[config.mk]
export PLATFORM = sky130hd
export DESIGN_NAME = mc_reg_cell
export DESIGN_NICKNAME = d
export VERILOG_FILES = /design/src/rtl/mc_reg_cell.sv
export SDC_FILE = /design/constraint.sdc
export NUM_CORES = 1
export LEC_CHECK = 0
export CORE_AREA = 2 2 39 41
export DETAILED_ROUTE_END_ITERATION = 7
export DIE_AREA = 0 0 41 43
export DONT_BUFFER_PORTS = 1
export GPL_TIMING_DRIVEN = 1
export PLACE_DENSITY = 0.56
export SYNTH_ARGS = -nofsm -noshare
export SYNTH_HDL_FRONTEND = slang
export SYNTH_SLANG_ARGS = --single-unit
[constraint.sdc]
create_clock -name clk -period 4.2 [get_ports clk]
set_input_delay 0 -clock clk [delete_from_list [all_inputs] [get_ports clk]]
set_output_delay 0 -clock clk [all_outputs]
set_load 0.02 [all_outputs]
[src/rtl/mc_reg_cell.sv]
module mc_reg_cell #(
  parameter int GCLK_N = 4,
  parameter int SEL_W  = $clog2(GCLK_N + 1)
) (
  input  logic              clk,
  input  logic              rst_n,
  input  logic              sop_in,
  input  logic              nbr_pin_in,
  input  logic              pin_in,
  input  logic              set_pt,
  input  logic              rst_pt,
  input  logic [GCLK_N-1:0] gclk,
  input  logic              pt_clk,
  input  logic [1:0]        cfg_mode,
  input  logic [SEL_W-1:0]  cfg_clk_sel,
  input  logic              cfg_clk_inv,
  input  logic              cfg_set_inv,
  input  logic              cfg_rst_inv,
  input  logic              cfg_in_reg,
  input  logic              cfg_out_inv,
  input  logic              oe_in,
  output logic              fb_out,
  output logic              pin_out,
  output logic              pin_oe,
  output logic              pin_in_fb
);

  typedef enum logic [1:0] {M_COMB = 2'd0, M_D = 2'd1, M_T = 2'd2, M_LAT = 2'd3} mode_e;

  mode_e mode;
  logic  raw_clk, clk_ok, clk_lvl, clk_prev, clk_edge;
  logic  d_src, set_a, clr_a, q, core, q_nxt;

  assign mode = mode_e'(cfg_mode);

  always_comb begin
    raw_clk = 1'b0;
    clk_ok  = 1'b0;
    for (int i = 0; i < GCLK_N; i++) begin
      if (cfg_clk_sel == SEL_W'(i)) begin
        raw_clk = gclk[i];
        clk_ok  = 1'b1;
      end
    end
    if (cfg_clk_sel == SEL_W'(GCLK_N)) begin
      raw_clk = pt_clk;
      clk_ok  = 1'b1;
    end
  end

  assign clk_lvl  = clk_ok & (raw_clk ^ cfg_clk_inv);
  assign clk_edge = clk_lvl & ~clk_prev;
  assign d_src    = cfg_in_reg ? nbr_pin_in : sop_in;
  assign set_a    = set_pt ^ cfg_set_inv;
  assign clr_a    = rst_pt ^ cfg_rst_inv;

  always_comb begin
    case (mode)
      M_COMB:  begin core = d_src;                    q_nxt = d_src; end
      M_D:     begin core = q;                        q_nxt = clk_edge ? d_src : q; end
      M_T:     begin core = q;                        q_nxt = clk_edge ? (q ^ d_src) : q; end
      M_LAT:   begin core = clk_lvl ? d_src : q;      q_nxt = core; end
      default: begin core = q;                        q_nxt = q; end
    endcase
  end

  always_ff @(posedge clk or negedge rst_n) begin
    if (!rst_n) begin
      q        <= 1'b0;
      clk_prev <= 1'b0;
    end else begin
      q        <= clr_a ? 1'b0 : (set_a ? 1'b1 : q_nxt);
      clk_prev <= clk_lvl;
    end
  end

  assign fb_out    = clr_a ? 1'b0 : (set_a ? 1'b1 : core);
  assign pin_out   = fb_out ^ cfg_out_inv;
  assign pin_oe    = oe_in;
  assign pin_in_fb = pin_in;

endmodule

==> reports/qor.yml, run 1 <==
cells_and_area:
  diodes: 0
  nets: 99
  fin_util_pct: 39.87
  drive_above_1_share_pct: 12.86
  nFillCells: 150
  area_growth_pct: 9.429
global_routing:
  grt_pass1_vias: 438
  grt_pass1_wl_mm: 1.607
  grt_max_degree: 9
  grt_overflow: 0
  track_usage_pct: 13.14
  antenna_found_initial: 0
clock_network:
  clock-root-buffer: "clkbuf_4"
  cts_tree: "built"
  cts_htree_levels: 1
  cts.sinks: 2
  clk_pin_slew_ns: 0.03
  clkLatencyLatePin_ns: 0.22
  cts_made_buffers: 3
  cts_max_path_buffers: 2
  cts_resized: 0
sta:
  hold_viol: 0
  rsz0062_at_grt: "no"
  min_period_ns: 1.831
  setup_viol: 0
  tightest_slew_ns: 0.7109
  drv_slew: 0
  relSlewSlack_pct: 51.86
  finalCritPeriodShare_pct: 43.60
  fmax_mhz: 546.1
  clock_skew_ns: 0.001755
  tns_ns: 0
placement:
  place_hpwl_um: 846.7
  globalplace.congestion: 0.7656
  port_buffers: 0
critical_path:
  r2r_end: "q"
  crit_top_cell: "a211oi_1"
  crit_fanout: 8
  arrival_ns: 1.83
  criticalPathCategory: "reg2out"
  ff2ff_setup_slack_ns: 2.75
  end_kind: "output pin"
  critPathSlowestCell: "dfrtp_1"
  r2r_start: "q"
  cp_data_required_time_ns: 4.20
  reg2reg_depth: 5
  start_kind: "register"
  crit_chain: "and3b_1 > a211oi_1 > nand3b_1 > nor3_1 > a211oi_1 > o311ai_1"
  slowest_delay_ns: 0.44
synth:
  yosys.area_share.simple_pct: 30.27
  synth_xor_area_share_pct: 5.211
  synth_compound_area_share_pct: 27.30
  synth_mux_area_share_pct: 11.41
  yosysUniqueCellTypes: 30
  syn_nets: 94
  synth_warnings: 0
  postSynthAreaPerCell_um2: 7.526
  synth_top_family_by_area: "simple AND/OR/NAND/NOR gates"
  yosys.area_share.adder_pct: 9.926
  synth-seq-cells: 2
  syn_inst: 67
  netlist_area_um2: 504.2
  yosysSeqAreaShare_pct: 9.926
floorplanning:
  io_pins: 27
  dieArea_um2: 1763
  die_h_um: 43
  die_w_um: 41
  initial_core_util_pct: 36.44
  coreArea_um2: 1384
  std_cell_rows: 14
power_and_ir_drop:
  powerDensity_nw_per_um2: 227.1
  p_comb_share_pct: 45.1
  seq_power_share_pct: 21.7
  p_int_mw: 0.08053
  p_switching_mw: 0.04475
  p_sw_share_pct: 35.72
  irDropWorstVdd_mv: 0.1102
  p_leak_nw: 0.2295
  total_power_mw: 0.1253
  clkPwrFrac_pct: 33.2
detailed_routing:
  drt-initial-drc-count: 7
  wl_per_cell_um: 11.65
  drc: 0
  avgViaCountPerCell: 5.453
  wirelength_mm: 1.002
  antenna_left: 0
  dr_total_vias: 469
  first_pass_iters: 3
worst_hold_path:
  min_from: "oe_in"
  hold-path-endpoint: "pin_oe"
  hold_depth: 0
  hold_path_class: "in2out"
job:
  drv_cap: 0
outcome:
  status: "completed"
[worst max-delay path by stage]
stage / startpoint / slack, ns / end
finish: q / 2.37 / pin_out
global route: q / 2.16 / pin_out
CTS: q / 2.35 / pin_out
detailed placement: q / 2.60 / pin_out
global placement: cfg_clk_sel[1] / 2.62 / pin_out
floorplan: cfg_clk_sel[1] / 2.71 / pin_out
[placed cells by master, fill, tap and decap left out, drive strengths merged]
cell type | netlist | routed
o21ba | 1 | 1
mux2i | 2 | 2
nor4 | 1 | 1
a22o | 1 | 1
ha | 4 | 4
nor2 | 6 | 6
inv | 4 | 4
dfrtp | 2 | 2
a211oi | 2 | 2
mux2 | 3 | 3
xor2 | 2 | 2
nor2b | 2 | 2
and3b | 1 | 1
xnor2 | 1 | 1
o311ai | 1 | 1
o21a | 1 | 1
nor3 | 8 | 8
o31ai | 2 | 2
nand2b | 5 | 5
a21oi | 3 | 3
a22oi | 1 | 1
a2111o | 2 | 2
nand2 | 3 | 3
dlygate4sd3 | 0 | 2
o21ai | 3 | 3
o21bai | 1 | 1
nand3 | 2 | 2
clkbuf | 0 | 3
nand3b | 1 | 1
[layout make-up]
| type | instances | area (um^2) | share of cell area [%] |
|---|---|---|---|
| Multi-Input combinational cell | 59 | 424.2 | 76.87 |
| Sequential cell | 2 | 50.05 | 9.070 |
| Inverter | 4 | 15.01 | 2.721 |
| Timing Repair Buffer | 2 | 20.02 | 3.628 |
| Tap cell | 16 | 20.02 | 3.628 |
| Clock buffer | 3 | 22.52 | 4.082 |
[what timing repair did]
item                                   in CTS  in global routing
hold buffers                                2                  0
setup buffers                               0                  0
setup endpoints to repair                   0                  0
endpoints found under the hold margin       3                  0
[cells by family (layout without fill, tap and decap cells)]
group / Yosys count / in the layout
flops: 2 / 2
simple gates: 29 / 29
fa+ha+maj: 4 / 4
mux: 5 / 5
buf+inv: 6 / 9
compound gates: 18 / 18
xor+xnor: 3 / 3
[metrics by stage]
| stage | area [um^2] | hold slack (ns) | cells | setup slack (ns) |
|---|---|---|---|---|
| 2_1_floorplan | 504.2 | -0.2956 | 67 | 2.708 |
| 4_1_cts | 551.8 | 0.0001367 | 86 | 2.355 |
| 3_3_place_gp | 509.2 | -0.2955 | 81 | 2.624 |
| 3_5_place_dp | 509.2 | -0.2955 | 81 | 2.597 |
| 5_1_grt | 551.8 | 0.0001203 | 86 | 2.159 |
| 6_report | 551.8 | 0.00002906 | 86 | 2.369 |
[power by group through the flow]
stage,Clock [mW],Sequential (mW),Combinational [mW]
after floorplan,0,0.0261,0.0508
after global routing,0.0466,0.0278,0.0637
after detailed placement,0,0.0273,0.0552
final,0.0416,0.0272,0.0565
after CTS,0.0440,0.0270,0.0573
after global placement,0,0.0269,0.0551
[worst max-delay path: cells and delay by family, from the launching register on]
kind             cells  cell delay, ns
AO/OA/AOI/OAI        3            0.70
flip-flops           1            0.44
AND/OR/NAND/NOR      3            0.48
[synth_stat cells]
cell	instances	area, um^2
o31ai_1	2	15.01
o21a_1	1	7.510
mux2_2	2	22.52
nor2_1	5	18.77
nand2_1	3	11.26
inv_1	4	15.01
o21ba_2	1	10.01
ha_1	4	50.05
a22oi_2	1	12.51
dfrtp_1	2	50.05
xor2_1	2	17.52
a211oi_1	2	15.01
o311ai_1	1	8.760
mux2_4	1	15.01
buf_4	2	15.01
xnor2_1	1	8.760
a2111o_1	2	22.52
nor3_1	8	40.04
nor2b_1	2	12.51
nand3_1	2	10.01
nor2_2	1	6.260
o21ai_0	3	15.01
nand2b_1	5	31.28
and3b_1	1	8.760
nor4_1	1	6.260
o21bai_1	1	7.510
a22o_1	1	8.760
mux2i_1	2	20.02
a21oi_1	3	15.01
nand3b_1	1	7.510
[registers in the layout, indices dropped and copies added, names as in the netlist]
name	cells
clk_prev	1
q	1
[routing by layer]
layer	vias to the layer above	track usage [%]	share of wire, %
met5	-	0	0
met4	0	8.000	0
li1	252	-	-
met3	0	1.571	4.9
met1	205	15.38	45
met2	12	21.25	50
Note: power is estimated with default switching activity, not from simulation.
==> run 2, diff against run 1 <==
Settings changed: ABC_AREA set to 1, PLACE_DENSITY 0.56 to 0.53.
Clock period 4.2 ns to 1.6 ns, I/O delays scaled along.
==> run 2 against run 1 <==
Count of clock-buffer cells in the layout is the same. Clock power grew to 2.7 times the previous value. First-iteration DRC count shrank 43%. Total power grew 140%. Critical path depth grew 3. Synthesized cell count grew 1.5%. Worst setup slack lost 2.0 ns. Sequential power grew 130%. Clock skew is essentially flat.
==> reports/qor.yml, run 2 <==
synth:
  async_flop_share_pct: 100.0
  synth-seq-cells: 2
  yosysSeqAreaShare_pct: 11.27
  synth_top_area_share_pct: 16.90
  synth_top_cell_by_area: "nand2_1"
  yosysMostFrequentCell: "nand2_1"
  synthTopCellsByCount: "20 x nand2_1, 13 x inv_1, 7 x nand2_2"
  synth_edf_count: 0
  netlist_area_um2: 444.2
  yosys-top-cells-area: "nand2_1 17%, xnor2_4 12%, dfrtp_1 11%"
  postSynthAreaPerCell_um2: 6.532
  syn_inst: 68
  syn_nets: 95
  synth_warnings: 0
  ys.flop_type: "dfrtp_1"
  yosysUniqueCellTypes: 17
sta:
  relSlewSlack_pct: 86.91
  hold_slack_ns: 0.000007231
  setup_viol: 0
  finalCritPeriodShare_pct: 79.36
  rsz0062_at_grt: "no"
  fmax_mhz: 787.5
  drv_slew: 0
  min_period_ns: 1.270
  tightest_slew_ns: 0.1959
  hold_viol: 0
  tns_ns: 0
  layout_setup_ws_ns: 0.3302
  clock_skew_ns: 0.001536
critical_path:
  cp_data_required_time_ns: 1.60
  crit_fanout: 3
  start_kind: "register"
  criticalPathCategory: "reg2out"
  arrival_ns: 1.27
  end_kind: "output pin"
global_routing:
  grt_pass1_wl_mm: 1.145
  grt_overflow: 0
  grt_max_degree: 5
  antenna_found_initial: 0
  grt_pass1_vias: 352
  track_usage_pct: 9.529
placement:
  place_hpwl_um: 625.3
  port_buffers: 0
  place_ws_ns: 0.4992
  globalplace.congestion: 0.7932
clock_network:
  clock-root-buffer: "clkbuf_4"
  cts_htree_levels: 1
  clkLatencyLatePin_ns: 0.22
  clk_pin_slew_ns: 0.03
  cts_made_buffers: 3
  cts_resized: 0
  cts.sinks: 2
  cts_max_path_buffers: 2
  cts_tree: "built"
detailed_routing:
  drt-initial-drc-count: 4
  antenna_left: 0
  drc: 0
  dr_total_vias: 385
  avgViaCountPerCell: 4.477
  first_pass_iters: 4
  wirelength_um: 713
  wl_per_cell_um: 8.291
power_and_ir_drop:
  p_leak_nw: 0.2884
  total_power_mw: 0.2949
  irDropWorstVdd_mv: 0.4131
  powerDensity_nw_per_um2: 612.3
cells_and_area:
  area_growth_pct: 8.451
  drive_above_1_share_pct: 24.29
  diodes: 0
  final_common_cell: "nand2_1"
  layout_common_cells: "20 x nand2_1, 13 x inv_1, 7 x nand2_2"
  reg.largest.list: "clk_prev: 1 flops, q: 1 flops"
  nets: 99
  nFillCells: 149
floorplanning:
  std_cell_rows: 14
  die_h_um: 43
  io_pins: 27
  die_w_um: 41
  coreArea_um2: 1384
  dieArea_um2: 1763
  initial_core_util_pct: 32.10
worst_hold_path:
  hold_path_class: "in2out"
job:
  drv_cap: 0
outcome:
  status: "completed"
[run 2: worst max-delay path: stages (launching register included)]
cell     delay (ns)
dfrtp_1        0.39
inv_1          0.11
nand2_2        0.06
nand3_2        0.06
nand2_1        0.05
nand2_1        0.06
nand2_2        0.06
nand2_2        0.06
nand2_1        0.05
nand2_1        0.16
[run 2: power by group]
group | internal (mW) | switching, mW
clock | 0.0827 | 0.0286
combinational | 0.0518 | 0.0697
sequential | 0.0579 | 0.00418
[run 2: path summary, 6_finish.rpt]
path                          start  endpoint  slack (ns)  cells past startpoint
max                               q   pin_out        0.33                      9
min                           oe_in    pin_oe    0.000007                      0
max reg2reg                       q         q        0.62                      6
min reg2reg                clk_prev         q        0.54                      2
max in group asynchronous     rst_n  clk_prev        1.47                      1
min in group asynchronous     rst_n         q        0.01                      1
[run 2: stage by stage]
| stage | instances | cell area, um^2 | util [%] |
|---|---|---|---|
| after floorplan | 68 | 444.2 | - |
| after global placement | 82 | 449.2 | 32.46 |
| after detailed placement | 82 | 449.2 | 32.46 |
| after CTS | 86 | 481.7 | 34.81 |
| after global routing | 86 | 481.7 | 34.81 |
| final | 86 | 481.7 | 34.81 |
[run 2: kinds of logic (layout without fill, tap and decap cells)]
| logic type | Yosys count | count (layout) | synth area share [%] |
|---|---|---|---|
| AND/OR/NAND/NOR | 38 | 38 | 41.97 |
| buffers and inverters | 18 | 20 | 16.90 |
| adder cells (fa/ha/maj) | 4 | 4 | 11.27 |
| AO/OA/AOI/OAI | 4 | 4 | 6.198 |
| XOR/XNOR | 2 | 2 | 12.39 |
| flip-flops | 2 | 2 | 11.27 |
[run 2: cell type report]
class / count / area (um^2) / share of cell area (%)
clock buffer: 3 / 22.52 / 4.675
inverter: 16 / 60.06 / 12.47
multi-input combinational: 48 / 319.1 / 66.23
sequential: 2 / 50.05 / 10.39
tap: 16 / 20.02 / 4.156
timing repair buffer: 1 / 10.01 / 2.078
[run 2: metal layers]
metal	GRT usage, %	up-vias	wire, um
met5	0	-	0
met4	6.667	0	7
met3	5.236	2	73
met2	14.06	17	308
met1	9.615	158	323
li1	-	208	-
[run 2: timing repair]
item,4_1_cts,5_1_grt
setup buffers,0,0
endpoints found under the hold margin,2,0
hold buffers,1,0
==> run 3, diff against run 2 <==
Settings changed: PLACE_DENSITY 0.53 to 0.51.
Clock period 1.6 ns to 1.26 ns, I/O delays scaled along.
==> run 3 against run 2 <==
Total power is 35% higher. Clock skew is 0.0029 ns higher. Worst hold slack hardly changed. Sequential power is 26% higher. Global-route usage is 1.3 points lower. Routed wire length is 1.4% higher. Clock power is 25% higher. Sequential share of layout area is 0.51 points lower. Count of clock-buffer cells in the layout stayed put. Via count is 4.4% higher. Final cell count is 2.3% higher.
==> reports/qor.yml, run 3 (synthesis results as in run 2) <==
cells_and_area:
  layout_common_cells: "18 x nand2_1, 12 x inv_1, 8 x nand2_2"
  nets: 101
  area_growth_pct: 14.08
  final_common_cell: "nand2_1"
  reg.largest.list: "clk_prev: 1 flops, q: 1 flops"
  instances_no_fill: 88
  fin_util_pct: 36.62
  drive_above_1_share_pct: 30.56
  diodes: 0
job:
  drv_cap: 0
global_routing:
  grt_pass1_vias: 323
  grt_overflow: 0
  track_usage_pct: 8.249
  grt_pass1_wl_mm: 1.028
  antenna_found_initial: 0
  grt_max_degree: 5
power_and_ir_drop:
  p_leak_nw: 0.2993
  irDropWorstVdd_mv: 0.5069
  powerDensity_nw_per_um2: 783.4
sta:
  tightest_slew_ns: 0.1838
  tns_ns: 0
  drv_slew: 0
  layout_setup_ws_ns: 0.07275
  finalCritPeriodShare_pct: 94.23
  clock_skew_ns: 0.004428
  fmax_mhz: 842.3
  hold_viol: 0
  relSlewSlack_pct: 87.75
  setup_viol: 0
  min_period_ns: 1.187
worst_hold_path:
  hold-path-endpoint: "pin_in_fb"
  hold_path_class: "in2out"
  hold_depth: 0
  min_from: "pin_in"
floorplanning:
  io_pins: 27
  die_h_um: 43
  dieArea_um2: 1763
  initial_core_util_pct: 32.10
  die_w_um: 41
  std_cell_rows: 14
  coreArea_um2: 1384
clock_network:
  cts_htree_levels: 1
  cts.sinks: 2
  clock-root-buffer: "clkbuf_4"
  clkLatencyLatePin_ns: 0.22
  cts_tree: "built"
  clk_pin_slew_ns: 0.03
  cts_max_path_buffers: 2
  cts_made_buffers: 3
critical_path:
  crit_fanout: 3
  ff2ff_setup_slack_ns: 0.30
  r2r_end: "q"
  arrival_ns: 1.19
  cp_data_required_time_ns: 1.26
  start_kind: "register"
  reg2reg_depth: 6
  r2r_start: "q"
  criticalPathCategory: "reg2out"
  end_kind: "output pin"
detailed_routing:
  drc: 0
  first_pass_iters: 4
  antenna_left: 0
  wl_per_cell_um: 8.216
  wirelength_um: 723
  drt-initial-drc-count: 6
  avgViaCountPerCell: 4.568
  dr_total_vias: 402
placement:
  globalplace.congestion: 0.7606
  placedCellCount: 82
  place_hpwl_um: 634
  place_ws_ns: 0.1321
  port_buffers: 0
outcome:
  status: "completed"
-- run 3: cell types whose count changed in the layout (fill, tap and decap cells not counted) --
cell | previous run | this run
inv_1 | 13 | 12
nand2_2 | 7 | 8
nand2_4 | 0 | 1
inv_2 | 2 | 3
buf_4 | 0 | 2
nand2_1 | 20 | 18
-- run 3: layer usage --
layer	up-vias	GRT usage (%)	part of all wire, %
li1	212	-	-
met3	0	2.094	11
met4	0	4.000	0
met1	171	9.061	42
met5	-	0	0
met2	19	13.75	47
-- run 3: how the worst max path moves through the flow --
stage / endpoint / start / slack (ns) / depth (start not counted)
2_1_floorplan: pin_out / cfg_clk_sel[0] / 0.25 / 15
3_3_place_gp: pin_out / cfg_clk_sel[0] / 0.15 / 15
3_5_place_dp: pin_out / cfg_clk_sel[0] / 0.13 / 15
4_1_cts: pin_out / q / 0.02 / 9
5_1_grt: pin_out / q / -0.003 / 9
6_report: pin_out / q / 0.07 / 9
-- run 3: timing repair --
item	CTS	global route
gates resized for setup	1	3
setup buffers	0	2
pin swaps	0	3
hold buffers	1	0
endpoints found under the hold margin	2	0
setup endpoints to repair	1	2
-- run 3: final cells by class --
| cell class | instances | area (um^2) |
|---|---|---|
| Multi-Input combinational cell | 48 | 329.1 |
| Clock buffer | 3 | 22.52 |
| Fill cell | 151 | 877.1 |
| Tap cell | 16 | 20.02 |
| Sequential cell | 2 | 50.05 |
| Timing Repair Buffer | 3 | 25.02 |
| Inverter | 16 | 60.06 |
-- run 3: per-stage QoR --
stage	cell area [um^2]	total power [mW]	hold slack, ns
after floorplan	444.2	0.2229	-0.2956
after global placement	449.2	0.2301	-0.2955
after detailed placement	449.2	0.2318	-0.2955
after CTS	484.2	0.3826	0.0001367
after global routing	506.7	0.4331	0.0001051
final	506.7	0.3970	0.00002907
-- run 3: worst max-delay path: stages (launching register included) --
cell and delay, ns:
dfrtp_1 0.38, inv_2 0.08, nand2_2 0.05, nand3_2 0.06, nand2_1 0.05, nand2_1 0.07
nand2_2 0.06, nand2_2 0.06, nand2_2 0.06, nand2_4 0.09
-- run 3: power by group --
| part | internal [mW] | switching [mW] |
|---|---|---|
| Combinational | 0.0821 | 0.0980 |
| Sequential | 0.0736 | 0.00459 |
| Clock | 0.105 | 0.0338 |
| Total | 0.261 | 0.136 |
